File: src/rtl/hint_pkg.sv
package hint_pkg;
  localparam int ILEN = 32;
  localparam int OPW  = 7;

  localparam logic [OPW-1:0] OPC_LUI   = 7'b0110111;
  localparam logic [OPW-1:0] OPC_AUIPC = 7'b0010111;
  localparam logic [OPW-1:0] OPC_IMM   = 7'b0010011;
  localparam logic [OPW-1:0] OPC_IMM32 = 7'b0011011;
  localparam logic [OPW-1:0] OPC_REG   = 7'b0110011;
  localparam logic [OPW-1:0] OPC_REG32 = 7'b0111011;
  localparam logic [OPW-1:0] OPC_MEM   = 7'b0001111;

  localparam logic [6:0] F7_BASE = 7'b0000000;
  localparam logic [6:0] F7_ALT  = 7'b0100000;
  localparam logic [5:0] F6_BASE = 6'b000000;
  localparam logic [5:0] F6_ALT  = 6'b010000;

  typedef enum logic [2:0] {
    CLS_NONE = 3'd0,
    CLS_STD  = 3'd1,
    CLS_CUST = 3'd2,
    CLS_RSVD = 3'd3,
    CLS_BAD  = 3'd4
  } hint_cls_e;
endpackage

File: src/rtl/hint_std_match.sv
module hint_std_match
  import hint_pkg::*;
(
  input  logic [ILEN-1:0] insn_i,
  output logic            std_o
);
  logic [OPW-1:0] opc;
  logic [2:0]     f3;
  logic [6:0]     f7;
  logic           rd0;
  logic           addi_live;
  logic           fence_empty;

  assign opc         = insn_i[6:0];
  assign f3          = insn_i[14:12];
  assign f7          = insn_i[31:25];
  assign rd0         = (insn_i[11:7] == 5'd0);
  assign addi_live   = (insn_i[19:15] != 5'd0) || (insn_i[31:20] != 12'd0);
  assign fence_empty = (insn_i[27:24] == 4'd0) || (insn_i[23:20] == 4'd0);

  always_comb begin
    std_o = 1'b0;
    unique case (opc)
      OPC_LUI, OPC_AUIPC: std_o = rd0;
      OPC_IMM: begin
        case (f3)
          3'b000:                 std_o = rd0 && addi_live;
          3'b100, 3'b110, 3'b111: std_o = rd0;
          default:                std_o = 1'b0;
        endcase
      end
      OPC_IMM32: std_o = rd0 && (f3 == 3'b000);
      OPC_REG: begin
        if (f7 == F7_BASE)
          std_o = rd0 && (f3 != 3'b010) && (f3 != 3'b011);
        else if (f7 == F7_ALT)
          std_o = rd0 && ((f3 == 3'b000) || (f3 == 3'b101));
      end
      OPC_REG32: begin
        if (f7 == F7_BASE)
          std_o = rd0 && ((f3 == 3'b000) || (f3 == 3'b001) || (f3 == 3'b101));
        else if (f7 == F7_ALT)
          std_o = rd0 && ((f3 == 3'b000) || (f3 == 3'b101));
      end
      OPC_MEM: std_o = (f3 == 3'b000) && fence_empty;
      default: std_o = 1'b0;
    endcase
  end
endmodule

File: src/rtl/hint_cust_match.sv
module hint_cust_match
  import hint_pkg::*;
(
  input  logic [OPW-1:0] opc_i,
  input  logic [2:0]     f3_i,
  input  logic [6:0]     f7_i,
  input  logic           rd0_i,
  output logic           cust_o,
  output logic           rsvd_o,
  output logic           bad_o
);
  logic [5:0] f6;
  logic       b25;
  logic       left_ok;
  logic       right_ok;

  assign f6       = f7_i[6:1];
  assign b25      = f7_i[0];
  assign left_ok  = (f6 == F6_BASE);
  assign right_ok = (f6 == F6_BASE) || (f6 == F6_ALT);

  always_comb begin
    cust_o = 1'b0;
    rsvd_o = 1'b0;
    bad_o  = 1'b0;
    unique case (opc_i)
      OPC_IMM: begin
        case (f3_i)
          3'b010, 3'b011: cust_o = rd0_i;
          3'b001: begin
            cust_o = rd0_i && left_ok;
            bad_o  = !left_ok;
          end
          3'b101: begin
            cust_o = rd0_i && right_ok;
            bad_o  = !right_ok;
          end
          default: ;
        endcase
      end
      OPC_IMM32: begin
        case (f3_i)
          3'b001: begin
            rsvd_o = left_ok && b25;
            cust_o = left_ok && !b25 && rd0_i;
            bad_o  = !left_ok;
          end
          3'b101: begin
            rsvd_o = right_ok && b25;
            cust_o = right_ok && !b25 && rd0_i;
            bad_o  = !right_ok;
          end
          default: ;
        endcase
      end
      OPC_REG: cust_o = rd0_i && (f7_i == F7_BASE) &&
                        ((f3_i == 3'b010) || (f3_i == 3'b011));
      default: ;
    endcase
  end
endmodule

File: src/rtl/hint_classifier.sv
module hint_classifier
  import hint_pkg::*;
(
  input  logic            clk,
  input  logic            rst,
  input  logic            in_vld,
  input  logic [ILEN-1:0] insn_i,
  output logic            out_vld,
  output logic            hint_o,
  output logic            std_o,
  output logic            cust_o,
  output logic            rsvd_o,
  output logic            bad_o
);
  logic      std_hit, cust_hit, rsvd_hit, bad_hit;
  hint_cls_e cls_d, cls_q;
  logic      vld_q;

  hint_std_match u_std (
    .insn_i (insn_i),
    .std_o  (std_hit)
  );

  hint_cust_match u_cust (
    .opc_i  (insn_i[6:0]),
    .f3_i   (insn_i[14:12]),
    .f7_i   (insn_i[31:25]),
    .rd0_i  (insn_i[11:7] == 5'd0),
    .cust_o (cust_hit),
    .rsvd_o (rsvd_hit),
    .bad_o  (bad_hit)
  );

  always_comb begin
    if (bad_hit)       cls_d = CLS_BAD;
    else if (rsvd_hit) cls_d = CLS_RSVD;
    else if (cust_hit) cls_d = CLS_CUST;
    else if (std_hit)  cls_d = CLS_STD;
    else               cls_d = CLS_NONE;
  end

  always_ff @(posedge clk) begin
    if (rst) begin
      vld_q <= 1'b0;
      cls_q <= CLS_NONE;
    end else begin
      vld_q <= in_vld;
      cls_q <= in_vld ? cls_d : CLS_NONE;
    end
  end

  assign out_vld = vld_q;
  assign std_o   = (cls_q == CLS_STD);
  assign cust_o  = (cls_q == CLS_CUST);
  assign rsvd_o  = (cls_q == CLS_RSVD);
  assign bad_o   = (cls_q == CLS_BAD);
  assign hint_o  = (cls_q == CLS_STD) || (cls_q == CLS_CUST);
endmodule

File: config.mk
export PLATFORM = sky130hd
export DESIGN_NAME = hint_classifier
export DESIGN_NICKNAME = d
export VERILOG_FILES = /design/src/rtl/hint_pkg.sv /design/src/rtl/hint_std_match.sv /design/src/rtl/hint_cust_match.sv /design/src/rtl/hint_classifier.sv
export SDC_FILE = /design/constraint.sdc
export NUM_CORES = 1
export LEC_CHECK = 0
export BUFFER_PORTS_ARGS = -buffer_cell sky130_fd_sc_hd__buf_4
export CAP_MARGIN = 30
export CORE_MARGIN = 3
export CORE_UTILIZATION = 37
export CTS_BUF_LIST = sky130_fd_sc_hd__clkbuf_8
export DETAILED_ROUTE_END_ITERATION = 8
export GPL_ROUTABILITY_DRIVEN = 0
export HOLD_SLACK_MARGIN = 0.02
export PLACE_DENSITY = 0.77
export SYNTH_ARGS = -nofsm -noshare
export SYNTH_HDL_FRONTEND = slang
export SYNTH_HIERARCHICAL = 1
export SYNTH_SLANG_ARGS = --single-unit
File: constraint.sdc
create_clock -name clk -period 1.3 [get_ports clk]
set_clock_uncertainty 0.15 [all_clocks]
set_input_delay 0.065 -clock clk [delete_from_list [all_inputs] [get_ports clk]]
set_output_delay 0.065 -clock clk [all_outputs]
set_load 0.02 [all_outputs]
* Word-level counts from Yosys, hierarchy flattened
Index checks and enable logic that the tools add are counted.
** Storage, ports and cells
- Logic and storage cells :: 84
- Bits in registers :: 4
- Output and inout bits :: 6
- Bits of input ports :: 35
- Bits in latches :: 0
- Memories kept :: 0
- RAM bits :: 0
- Memory bits (read-only) :: 0
** Cells by class
- Shifts and indexed selects :: 0
- Add/sub/neg operators :: 0
- Divide/modulo/power cells :: 0
- $mul :: 0
- Mux-type cells :: 16
- Magnitude comparators :: 0
- Reduce and logical (&&, ||, !) cells :: 42
- Equality and inequality tests :: 22
- Bitwise gates (word level) :: 1
** Operators by type and width (number)
- 7-bit by 6-bit equality test with 1-bit output (second input constant) :: 4
- 7-bit by 5-bit equality test with 1-bit output (second input constant) :: 3
- 1-bit logical AND :: 17
- 3-bit equality test (second input constant) :: 5
- 3-bit by 2-bit equality test with 1-bit output (second input constant) :: 4
- 12-bit nonzero test :: 1
- 4-bit zero test :: 2
- 1-bit logical OR :: 8
- 1-bit case mux with 2 select lines :: 4
- 2-bit OR reduction :: 4
- 7-bit by 4-bit equality test with 1-bit output (second input constant) :: 1
- 7-bit zero test :: 1
- 3-bit by 1-bit equality test with 1-bit output (second input constant) :: 2
- 6-bit by 5-bit equality test with 1-bit output (second input constant) :: 1
- 6-bit zero test :: 1
- 1-bit 2-to-1 mux :: 6
- 3-bit by 2-bit != test with 1-bit output (second input constant) :: 2
- 1-bit case mux with 3 select lines :: 2
- 1-bit case mux with 6 select lines :: 1
- 3-bit OR reduction :: 2
- 5-bit zero test :: 1
- 5-bit nonzero test :: 1
- 2-bit 2-to-1 mux :: 2
- 1-bit zero test :: 3
- other kinds (3) :: 3

* Depth between registers and ports, before layout
Gate-level depths: netlist (run 1).
- Depth after elaboration :: 10
- Mapped depth :: 7
- Mapped depth without buffers :: 7

* Modules after synthesis
Netlist (run 1), hierarchy kept.
** By module, submodules not included
- hint_std_match :: area an instance 244.0 um^2, times used 1, seq. area each 0.0 um^2, cells each 36
- hint_classifier :: area an instance 178.9 um^2, times used 1, seq. area each 80.1 um^2, cells each 20
- hint_cust_match :: area an instance 146.4 um^2, times used 1, seq. area each 0.0 um^2, cells each 21

* Worst setup path after synthesis (run 1)
OpenSTA, ideal clock, no wires.
- Path type :: input to register
- Start :: in insn_i[13]
- End :: reg cls_q[0]
- Library setup time :: 0.116 ns
- Buffers on the path :: 0
- Arrival time :: 1.081 ns
- Cell stages on the path :: 6
- Setup slack :: -0.046 ns
- Required time :: 1.034 ns
- Path through :: or3b_4 -> nor4_4 -> nand4b_1 -> a31oi_1 -> nand2b_1 -> a21oi_1
** On the way
- Elaborated cells between the ends (all ways) :: 39
- Those cells by class :: 9 x eq/ne; 15 x mux; 15 x reduce/logical
** RTL lines
- start: declaration :: RTL line hint_classifier.sv:7 : input logic [ILEN-1:0] insn_i,
- 3-bit by 2-bit equality test with 1-bit output :: RTL line hint_cust_match.sv:28, hint_cust_match.sv:57
- 2-bit OR reduction / 1-bit logical OR (equally long branches) :: RTL line hint_cust_match.sv:28, hint_cust_match.sv:57
- 1-bit case mux with 3 select lines / 1-bit logical AND (equally long branches) :: RTL line hint_cust_match.sv:28, hint_cust_match.sv:56
- 1-bit case mux with 3 select lines * :: RTL line hint_cust_match.sv:26 : unique case (opc_i)
- net cust_hit :: RTL line hint_classifier.sv:15 : logic std_hit, cust_hit, rsvd_hit, bad_hit;
- 2-bit 2-to-1 mux * :: RTL line hint_classifier.sv:37 : else if (cust_hit) cls_d = CLS_CUST;
- 2-bit 2-to-1 mux * :: RTL line hint_classifier.sv:36 : else if (rsvd_hit) cls_d = CLS_RSVD;
- end signal: assignment :: RTL line hint_classifier.sv:48 : cls_q <= in_vld ? cls_d : CLS_NONE;
- end: declaration :: RTL line hint_classifier.sv:16 : hint_cls_e cls_d, cls_q;
Mark *: on every way through the listed nets, which the timed path passes. The rest lies on a longest branch.
A chain may end at the register's enable or synchronous reset.

* Final worst setup path (run 1)
- Start :: in insn_i[25]
- End :: reg cls_q[0]
** On the way
- Word-level cells in the longest chain between the ends :: 8
- Elaborated cells between the ends (all ways) :: 29
- Those cells by class :: 1 x eq/ne; 12 x mux; 16 x reduce/logical
** Ends and longest elaborated chain
- 12-bit nonzero test :: RTL line hint_std_match.sv:18 : assign addi_live = (insn_i[19:15] != 5'd0) || (insn_i[31:20] != 12'd0);
- 1-bit logical OR :: RTL line hint_std_match.sv:18
- 1-bit logical AND :: RTL line hint_std_match.sv:27 : 3'b000: std_o = rd0 && addi_live;
- 1-bit case mux with 2 select lines :: RTL line hint_std_match.sv:26 : case (f3)
- 1-bit case mux with 6 select lines * :: RTL line hint_std_match.sv:23 : unique case (opc)
- net std_hit :: RTL line hint_classifier.sv:15
- 1-bit 2-to-1 mux * :: RTL line hint_classifier.sv:38 : else if (std_hit) cls_d = CLS_STD;
- 2-bit 2-to-1 mux * :: RTL line hint_classifier.sv:37
- 2-bit 2-to-1 mux * :: RTL line hint_classifier.sv:36
Marks and branches as above.

==> results of run 1 <==
-- cell usage after synthesis (all sizes together) --
cell / instances
nor4: 5
and2: 1
nand2: 2
o2111ai: 1
inv: 4
nor3b: 4
nand4b: 3
or3b: 2
nand3: 3
mux2i: 1
dfxtp: 4
nand4: 3
a22oi: 1
nand2b: 5
and4bb: 2
nor3: 7
o22ai: 1
nor2b: 2
nand3b: 1
nor2: 9
or4: 2
o32ai: 1
nand4bb: 1
nor4b: 1
and4: 2
and3b: 2
and3: 1
a21oi: 4
xnor2: 1
a31oi: 1
-- metrics by stage --
step	hold slack (ns)	total power, mW	util, %	TNS (ns)
global route	0.156	0.637	83.7	-0.297
floorplan	-0.00590	0.175	-	-0.0463
finish	0.127	0.614	83.7	-0.255
detailed placement	0.102	0.324	73.3	-0.634
global placement	0.0852	0.317	73.3	-0.507
CTS	0.0986	0.599	80.2	-0.0209
-- where the power goes --
part	internal (mW)	switching, mW	total, mW
Combinational	0.132	0.0953	0.227
Clock	0.197	0.0643	0.262
Sequential	0.125	0.000409	0.126
-- area by class of cell --
| cell class | instances | area, sq um | share of cell area, % |
|---|---|---|---|
| Inverter | 4 | 15.0 | 1.31 |
| Clock buffer | 3 | 41.3 | 3.61 |
| Timing Repair Buffer | 57 | 448 | 39.2 |
| Sequential cell | 4 | 80.1 | 7.00 |
| Tap cell | 15 | 18.8 | 1.64 |
| Multi-Input combinational cell | 69 | 541 | 47.3 |
-- path summary, 6_finish.rpt --
check | startpoint | endpoint | slack [ns] | depth (start not counted)
setup / recovery | insn_i[25] | cls_q[0] | -0.25 | 8
hold / removal | insn_i[11] | cls_q[0] | 0.13 | 5
-- sequential cells by signal (all words and copies together), names as in the netlist --
signal and cells:
cls_q 3, out_vld 1
-- kinds of logic (layout without fill, tap and decap cells) --
kind of cell / after synthesis / in the layout / share of synthesized area, %
buf+inv: 4 / 64 / 2.64
xor+xnor: 1 / 1 / 1.54
compound gates: 9 / 9 / 10.1
flops: 4 / 4 / 14.1
mux: 1 / 1 / 1.76
simple gates: 58 / 58 / 69.9
-- per-layer routing --
| metal | vias to the layer above | GRT usage, % |
|---|---|---|
| met3 | 12 | 3.59 |
| met5 | - | 0 |
| met1 | 423 | 24.0 |
| li1 | 424 | - |
| met4 | 0 | 11.1 |
| met2 | 54 | 41.0 |
-- repair_timing --
action                     4_1_cts  5_1_grt
pin swaps                        4        6
hold endpoints to repair         3        0
resized for setup                6       10
hold buffers                     2        0
setup endpoints to repair        2        2
==> metrics.log, run 1 <==
INFO  metric setup.worst_path.class = primary input to register
INFO  metric grt_overflow_total = 0
INFO  metric setup_viol_count_final = 1
INFO  metric cts-root-to-sink-buffers = 2
INFO  metric placementRows = 13
INFO  metric chipWidth = 45.2 um
INFO  metric synth.cell_area = 569 sq um
INFO  metric routed_wire_length_per_instance = 16.5 um
INFO  metric n_antenna_cell = 0
INFO  metric pre_cts_slack = -0.288 ns
INFO  metric io_pins = 41
INFO  metric number_of_failing_hold_endpoints_at_the_final_stage = 0
INFO  metric crit_chain = buf_4 > nor3_1 > nand3_1 > o22ai_2 > nor3_2 > o32ai_2 > nand2b_1 > a21oi_1
INFO  metric die_y = 45.2 um
INFO  metric failed_checks = setup timing
INFO  metric synth_cell_types = 32
INFO  metric synth.ff_latch_count = 4
INFO  metric tritoncts.num_buffers = 3
INFO  metric post-cts-setup-buffers = 0
INFO  metric power.static_leakage = 0.486 nW
INFO  metric placement.cell_area = 1000 sq um
INFO  metric drive_gt1_share = 54.0%
INFO  metric initial_core_utilization = 41.7%
INFO  metric timing.critical_path.max_delay_family = simple AND/OR/NAND/NOR gates
INFO  metric layout.filler_cells = 84
INFO  metric maxCapViolCount = 0
INFO  metric final_design_area_no_fill = 1140 sq um
INFO  metric critical_path.n_buffers_inverters = 1
INFO  metric worstPathMaxFanout = 3
INFO  metric synth-seq-area-share = 14.1%
INFO  metric io_buffer_count = 40
INFO  metric slowest_delay = 0.42 ns
INFO  metric met2RoutedLength = 1.31 mm
INFO  metric slowest_stage = nor3_1
INFO  metric layout.nets = 174
INFO  metric core_footprint = 1370 sq um
INFO  metric grt_setup_unrepaired = yes
INFO  metric worstMarginPinSlew = 0.477 ns
INFO  metric wirelength_met1 = 922 um
INFO  metric grt_first_pass_wirelength = 3.40 mm
INFO  metric max_freq = 0.643 GHz
INFO  metric cts.htree.levels = 1
INFO  metric met3_length = 172 um
INFO  metric ant_nets = 0
INFO  metric ir_drop = 0.318 mV
INFO  metric worst-endpoint-required = 1.29 ns
INFO  metric syn-instance-count = 77
INFO  metric drtIter0Drc = 18
INFO  metric worst_ep_arrival_time = 1.55 ns
INFO  metric tritoncts = built
INFO  metric vias = 913
INFO  metric slew_headroom = 68.0%
INFO  metric fin_cells = 152
INFO  metric period_share = 120%
INFO  metric dpl.hpwl = 1.76 mm
INFO  metric synthesis.area_per_instance = 7.39 sq um
INFO  metric syn_nets = 112
INFO  metric avgViaCountPerCell = 6.01
INFO  metric floorplan.die_area = 2050 sq um
INFO  metric drv_slew = 0
INFO  metric top_layer_used = met4
INFO  metric outcome = finished, violations left
INFO  metric cts.reportedPaths.clkPinSlew = 0.03 ns
INFO  metric drt_drc_violations_left = 0
INFO  metric grt_max_degree = 7
INFO  metric min-delay-path-class = primary input to register
INFO  metric end_kind = register
INFO  metric cp-start-kind = primary input
INFO  metric syn_to_final_growth = 101%
INFO  metric initial_antenna_violation_count = 0
INFO  metric route.final.wire_length = 2.50 mm
INFO  metric synth-warning-count = 6
INFO  metric netlist.top_cell.by_area = dfxtp_1
INFO  metric clk_tree_root_cell = clkbuf_8
INFO  metric layout_setup_ws = -0.255 ns
INFO  metric area_share_of_the_leading_cell_type_in_the_synthesized_netlist = 14.1%
INFO  metric most-common-layout-cells = buf_4, nor2_1, nand2b_1, nor3_1
INFO  metric dp_cells = 147
INFO  metric clkSinkCount = 4
INFO  metric number_of_global_route_vias_before_repair = 864
INFO  metric layout_min_cycle_time = 1.55 ns
INFO  metric leading_cell_types_by_total_area_after_synthesis = dfxtp_1, nor3_1, nor2_1
INFO  metric grt_use_total = 22.3%
INFO  metric drt_pass1_iterations = 4
INFO  metric pwr_density_cell = 537 nW/um^2
INFO  metric leading_cell_type_in_the_layout_fill_and_taps_excluded = buf_4
No activity file was read; power rests on OpenSTA's default activity.
==> run 2, diff against run 1 <==
--- a/config.mk
+++ b/config.mk
@@ -14,6 +14,7 @@
 export GPL_ROUTABILITY_DRIVEN = 0
 export HOLD_SLACK_MARGIN = 0.02
 export PLACE_DENSITY = 0.77
+export REMOVE_ABC_BUFFERS = 1
 export SYNTH_ARGS = -nofsm -noshare
 export SYNTH_HDL_FRONTEND = slang
 export SYNTH_HIERARCHICAL = 1
==> run 2 against run 1 <==
Net effect: the flow still finishes with violations (setup timing); die area unchanged; clock-buffer cell count unchanged; routed wire length unchanged; power down 0.72%; combinational power about the same; clock power about the same; sequential power about the same; non-clock buffer count up 1; highest routed layer unchanged.
==> metrics.log, run 2 (synthesized netlist as in run 1, its figures left out) <==
INFO  metric layout_min_cycle_time = 1.41 ns
INFO  metric cts-root-to-sink-buffers = 2
INFO  metric cts.reportedPaths.clkPinSlew = 0.03 ns
INFO  metric cts.htree.levels = 1
INFO  metric largest-register = cls_q
INFO  metric layout.filler_cells = 93
INFO  metric leading_cell_type_in_the_layout_fill_and_taps_excluded = buf_4
INFO  metric multi_input_area = 533 sq um
INFO  metric most-common-layout-cells = buf_4, nor2_1, nand2b_1, nor3_1
INFO  metric final_design_area_no_fill = 1140 sq um
INFO  metric failed_checks = setup timing
INFO  metric sequential_cell_area = 80.1 sq um
INFO  metric clkSinkCount = 4
INFO  metric io_pins = 41
INFO  metric report.power.total = 0.610 mW
INFO  metric ant_nets = 0
INFO  metric holdWs = 0.158 ns
INFO  metric pwr_density_cell = 535 nW/um^2
INFO  metric largest_reg_flops = 3
INFO  metric initial_core_utilization = 41.7%
INFO  metric avgViaCountPerCell = 6.00
INFO  metric maxCapViolCount = 0
INFO  metric setup_viol_count_final = 2
INFO  metric grt_max_degree = 8
INFO  metric chipWidth = 45.2 um
INFO  metric die_y = 45.2 um
INFO  metric tritoncts.num_buffers = 3
INFO  metric period_share = 108%
INFO  metric io_buffer_count = 40
INFO  metric worstMarginPinSlew = 0.555 ns
INFO  metric ir_drop = 0.334 mV
INFO  metric min-delay-path-class = primary input to register
INFO  metric layout_setup_ws = -0.107 ns
INFO  metric slowest_stage = nor3_1
INFO  metric worst_setup_path_startpoint = insn_i[25]
INFO  metric slowest_delay = 0.33 ns
INFO  metric worstPathMaxFanout = 3
INFO  metric hold_path.startpoint = insn_i[11]
INFO  metric grt_first_pass_wirelength = 3.57 mm
INFO  metric grt_overflow_total = 0
INFO  metric setup.worst_path.class = primary input to register
INFO  metric core_footprint = 1370 sq um
INFO  metric drive_gt1_share = 52.9%
INFO  metric worst_ep_arrival_time = 1.41 ns
INFO  metric drv_slew = 0
INFO  metric tns = -0.169 ns
INFO  metric drt_pass1_iterations = 4
INFO  metric placement.cell_area = 1010 sq um
INFO  metric max_freq = 0.711 GHz
INFO  metric tritoncts = built
INFO  metric number_of_global_route_vias_before_repair = 923
INFO  metric drtIter0Drc = 44
INFO  metric vias = 918
INFO  metric grt_setup_unrepaired = yes
INFO  metric cp-start-kind = primary input
INFO  metric placementRows = 13
INFO  metric initial_antenna_violation_count = 0
INFO  metric power.static_leakage = 0.489 nW
INFO  metric syn_to_final_growth = 100%
INFO  metric worst-endpoint-required = 1.30 ns
INFO  metric clk_tree_root_cell = clkbuf_8
INFO  metric critical_path.n_buffers_inverters = 1
INFO  metric outcome = finished, violations left
INFO  metric floorplan.die_area = 2050 sq um
INFO  metric end_kind = register
INFO  metric crit_chain = buf_4 > nor3_1 > nand4_1 > a21oi_1 > nor3_2 > o32ai_2 > nand2b_1 > a21oi_2
INFO  metric route.final.wire_length = 2.50 mm
INFO  metric slew_headroom = 62.7%
INFO  metric n_antenna_cell = 0
INFO  metric drt_drc_violations_left = 0
INFO  metric timing.critical_path.max_delay_family = simple AND/OR/NAND/NOR gates
INFO  metric number_of_failing_hold_endpoints_at_the_final_stage = 0
INFO  metric layout.nets = 175
INFO  metric routed_wire_length_per_instance = 16.4 um
INFO  metric grt_use_total = 23.8%
INFO  metric dpl.hpwl = 1.74 mm
[run 2: path summary, 6_finish.rpt]
check | end | slack [ns] | cells past startpoint
setup / recovery | cls_q[0] | -0.11 | 8
hold / removal | cls_q[0] | 0.16 | 5
[run 2: power by group]
part | switching, mW | internal [mW] | total [mW] | leakage [nW]
Sequential | 0.000659 | 0.125 | 0.126 | 0.0325
Combinational | 0.0925 | 0.131 | 0.224 | 0.435
Clock | 0.0626 | 0.197 | 0.260 | 0.0216
Total | 0.156 | 0.454 | 0.610 | 0.489
[run 2: layer usage]
layer	GRT usage, %	up-vias	share of wire [%]
met5	0	-	0
met4	13.5	0	2.9
met3	4.78	13	8.7
met2	45.8	66	52
met1	22.8	411	37
li1	-	428	-
[run 2: what timing repair did]
item	CTS	global route
gates resized for setup	5	8
hold buffers	2	0
endpoints found under the setup margin	1	2
setup buffers	0	0
endpoints found under the hold margin	4	0
pin swaps	6	2
[run 2: cell type report]
| cell class | instances | share of cell area, % |
|---|---|---|
| tap | 15 | 1.65 |
| timing repair buffer | 58 | 39.6 |
| sequential | 4 | 7.03 |
| clock buffer | 3 | 3.62 |
| multi-input combinational | 69 | 46.8 |
| inverter | 4 | 1.32 |
[run 2: tightest hold or removal path, delay by kind of cell]
kind,cells,cell delay (ns)
buf+inv,2,0.18
compound gates,2,0.14
simple gates,1,0.09
[run 2: through the flow]
step / instances / util (%) / worst slack (ns)
after floorplan: 77 / - / -0.0463
after global placement: 148 / 73.8 / -0.239
after global routing: 153 / 83.4 / -0.159
after detailed placement: 148 / 73.8 / -0.331
after CTS: 153 / 80.2 / -0.0358
final: 153 / 83.4 / -0.107
==> run 3, diff against run 2 <==
--- a/config.mk
+++ b/config.mk
@@ -7,15 +7,14 @@
 export LEC_CHECK = 0
 export BUFFER_PORTS_ARGS = -buffer_cell sky130_fd_sc_hd__buf_4
 export CAP_MARGIN = 30
-export CORE_MARGIN = 3
-export CORE_UTILIZATION = 37
+export CORE_AREA = 3 3 40 42
 export CTS_BUF_LIST = sky130_fd_sc_hd__clkbuf_8
 export DETAILED_ROUTE_END_ITERATION = 8
+export DIE_AREA = 0 0 43 45
 export GPL_ROUTABILITY_DRIVEN = 0
 export HOLD_SLACK_MARGIN = 0.02
-export PLACE_DENSITY = 0.77
+export PLACE_DENSITY = 0.74
 export REMOVE_ABC_BUFFERS = 1
 export SYNTH_ARGS = -nofsm -noshare
 export SYNTH_HDL_FRONTEND = slang
-export SYNTH_HIERARCHICAL = 1
 export SYNTH_SLANG_ARGS = --single-unit
==> run 3 against run 2 <==
Net effect: the flow now finishes without violations; clock power increased by 2%; utilization fell by 11 points; hold slack got worse by 0.12 ns; cell count is 16% lower; sequential share of layout area grew 1.9 points; maximum frequency increased by 10%; critical path depth decreased by 4; area after synthesis shrank 28%; combinational power shrank 29%; clock-buffer cell count is the same; die area down 5.4%.
==> metrics.log, run 3 <==
INFO  metric drtIter0Drc = 8
INFO  metric area_share_of_the_leading_cell_type_in_the_synthesized_netlist = 19.5%
INFO  metric die_y = 45 um
INFO  metric grt_first_pass_wirelength = 2.46 mm
INFO  metric drive_gt1_share = 57.5%
INFO  metric power_switching = 0.123 mW
INFO  metric syn_to_final_growth = 125%
INFO  metric avgViaCountPerCell = 5.23
INFO  metric ys_top_cells_by_count = nor2_1, nor4_1, dfxtp_1, nand2_1, nor3b_1
INFO  metric final_design_area_no_fill = 925 sq um
INFO  metric seq_power_share = 22.8%
INFO  metric initial_core_utilization = 32.0%
INFO  metric chipWidth = 43 um
INFO  metric maxCapViolCount = 0
INFO  metric grt_setup_unrepaired = yes
INFO  metric hold_path.startpoint = insn_i[12]
INFO  metric routed_wire_length_per_instance = 11.8 um
INFO  metric cts-root-to-sink-buffers = 2
INFO  metric syn-instance-count = 56
INFO  metric synth.cell_area = 412 sq um
INFO  metric worst-endpoint-required = 1.09 ns
INFO  metric clkSinkCount = 4
INFO  metric cp-start-kind = register
INFO  metric drv_slew = 0
INFO  metric tritoncts.num_buffers = 3
INFO  metric dpl.hpwl = 1.27 mm
INFO  metric io_pins = 41
INFO  metric pwr_density_cell = 596 nW/um^2
INFO  metric tritoncts = built
INFO  metric netlist.top_cell.by_area = dfxtp_1
INFO  metric layout_min_cycle_time = 1.28 ns
INFO  metric grt_overflow_total = 0
INFO  metric clk_tree_root_cell = clkbuf_8
INFO  metric period_share = 98.4%
INFO  metric largest_reg_flops = 3
INFO  metric sequential_cell_area = 82.6 sq um
INFO  metric setup_viol_count_final = 0
INFO  metric most-common-layout-cells = buf_4, nor2_1, nor4_1, nand2_1, dlygate4sd3_1
INFO  metric min-delay-path-class = primary input to register
INFO  metric end_kind = output port
INFO  metric leading_cell_types_by_total_area_after_synthesis = dfxtp_1, nor4_1, nor2_1
INFO  metric synth.ff_latch_count = 4
INFO  metric leading_cell_type_in_the_layout_fill_and_taps_excluded = buf_4
INFO  metric yosys.cell_count.top_type = nor2_1
INFO  metric dominantRegCellSynth = dfxtp_1
INFO  metric synth_cell_types = 31
INFO  metric number_of_global_route_vias_before_repair = 649
INFO  metric drt_pass1_iterations = 4
INFO  metric holdWs = 0.0332 ns
INFO  metric holdPathEnd = cls_q[0]
INFO  metric ant_nets = 0
INFO  metric power.static_leakage = 0.409 nW
INFO  metric grt_use_total = 17.0%
INFO  metric synth-seq-area-share = 19.5%
INFO  metric timing.hold.worst_path_depth = 4
INFO  metric clkPwrFrac = 48.2%
INFO  metric layout.filler_cells = 119
INFO  metric layout.nets = 150
INFO  metric core_footprint = 1280 sq um
INFO  metric drt_drc_violations_left = 0
INFO  metric placement.cell_area = 798 sq um
INFO  metric ir_drop = 0.270 mV
INFO  metric vias = 669
INFO  metric intPower = 0.428 mW
INFO  metric worstPathMaxFanout = 2
INFO  metric synth_async_sr_flop_share = 0%
INFO  metric report.power.total = 0.551 mW
INFO  metric worst_ep_arrival_time = 1.06 ns
INFO  metric final_util = 72.0%
INFO  metric synthesis.area_per_instance = 7.35 sq um
INFO  metric grt_max_degree = 7
INFO  metric route.final.wire_length = 1.51 mm
INFO  metric io_buffer_count = 40
INFO  metric cts.reportedPaths.clkPinSlew = 0.03 ns
INFO  metric worstMarginPinSlew = 0.351 ns
INFO  metric outcome = finished clean
INFO  metric number_of_failing_hold_endpoints_at_the_final_stage = 0
INFO  metric power_frac_comb = 29.0%
INFO  metric synth-warning-count = 0
INFO  metric synth_enable_flop_cells = 0
INFO  metric max_freq = 0.782 GHz
INFO  metric multi_input_area = 352 sq um
INFO  metric largest-register = cls_q
INFO  metric n_antenna_cell = 0
INFO  metric switching_share = 22.3%
INFO  metric cts.htree.levels = 1
INFO  metric placementRows = 13
INFO  metric initial_antenna_violation_count = 0
INFO  metric floorplan.die_area = 1940 sq um
INFO  metric slew_headroom = 76.0%
INFO  metric setup.worst_path.class = register to output port
## run 3: cell type report
| type | instances | area share, % |
|---|---|---|
| timing repair buffer | 54 | 45.7 |
| clock buffer | 3 | 4.47 |
| inverter | 2 | 0.812 |
| sequential | 4 | 8.93 |
| multi-input combinational | 50 | 38.0 |
| tap | 15 | 2.03 |
## run 3: worst max-delay path by stage
stage                     slack (ns)  cells past startpoint      start  endpoint
after floorplan                -0.11                      3   cls_q[1]    hint_o
after global placement         -0.04                      6  insn_i[6]  cls_q[0]
after detailed placement       -0.07                      6  insn_i[6]  cls_q[0]
after CTS                    0.00005                      4   cls_q[1]    hint_o
after global routing           -0.05                      4   cls_q[2]    hint_o
final                           0.02                      4   cls_q[2]    hint_o
## run 3: repair_timing
item | CTS | global route
endpoints found under the setup margin | 1 | 2
resized for setup | 6 | 3
hold buffers | 4 | 0
setup buffers | 1 | 0
endpoints found under the hold margin | 4 | 0
pin swaps | 0 | 2
gates cloned | 0 | 0
## run 3: kinds of logic after synthesis
group,Yosys count,share of synthesized area (%)
compound gates,13,21.6
buf+inv,2,1.82
flops,4,19.5
simple gates,37,57.1
## run 3: metrics by stage
step                      std cells  setup slack [ns]  TNS [ns]
after CTS                       128         0.0000535         0
after detailed placement        120           -0.0727   -0.0994
after global routing            128           -0.0470   -0.0470
final                           128            0.0210         0
after global placement          120           -0.0383   -0.0494
after floorplan                  56            -0.111    -0.111
## run 3: power groups by stage
stage / clock network (mW) / registers (mW) / logic [mW]
after floorplan: 0 / 0.130 / 0.0304
after global placement: 0 / 0.127 / 0.146
after detailed placement: 0 / 0.127 / 0.149
after CTS: 0.274 / 0.126 / 0.159
after global routing: 0.289 / 0.126 / 0.175
final: 0.266 / 0.126 / 0.160
## run 3: critical path, stage by stage, from the launching register on
cell and delay [ns]:
dfxtp_2 0.31, buf_6 0.11, nor3_4 0.18, or2_4 0.14, buf_6 0.10
## run 3: per-layer routing
metal,track usage (%),vias up,share of wire [%]
met2,31.7,32,56
met3,5.18,2,8.4
met1,15.9,299,34
met5,0,-,0
met4,11.4,0,1.5
li1,-,336,-
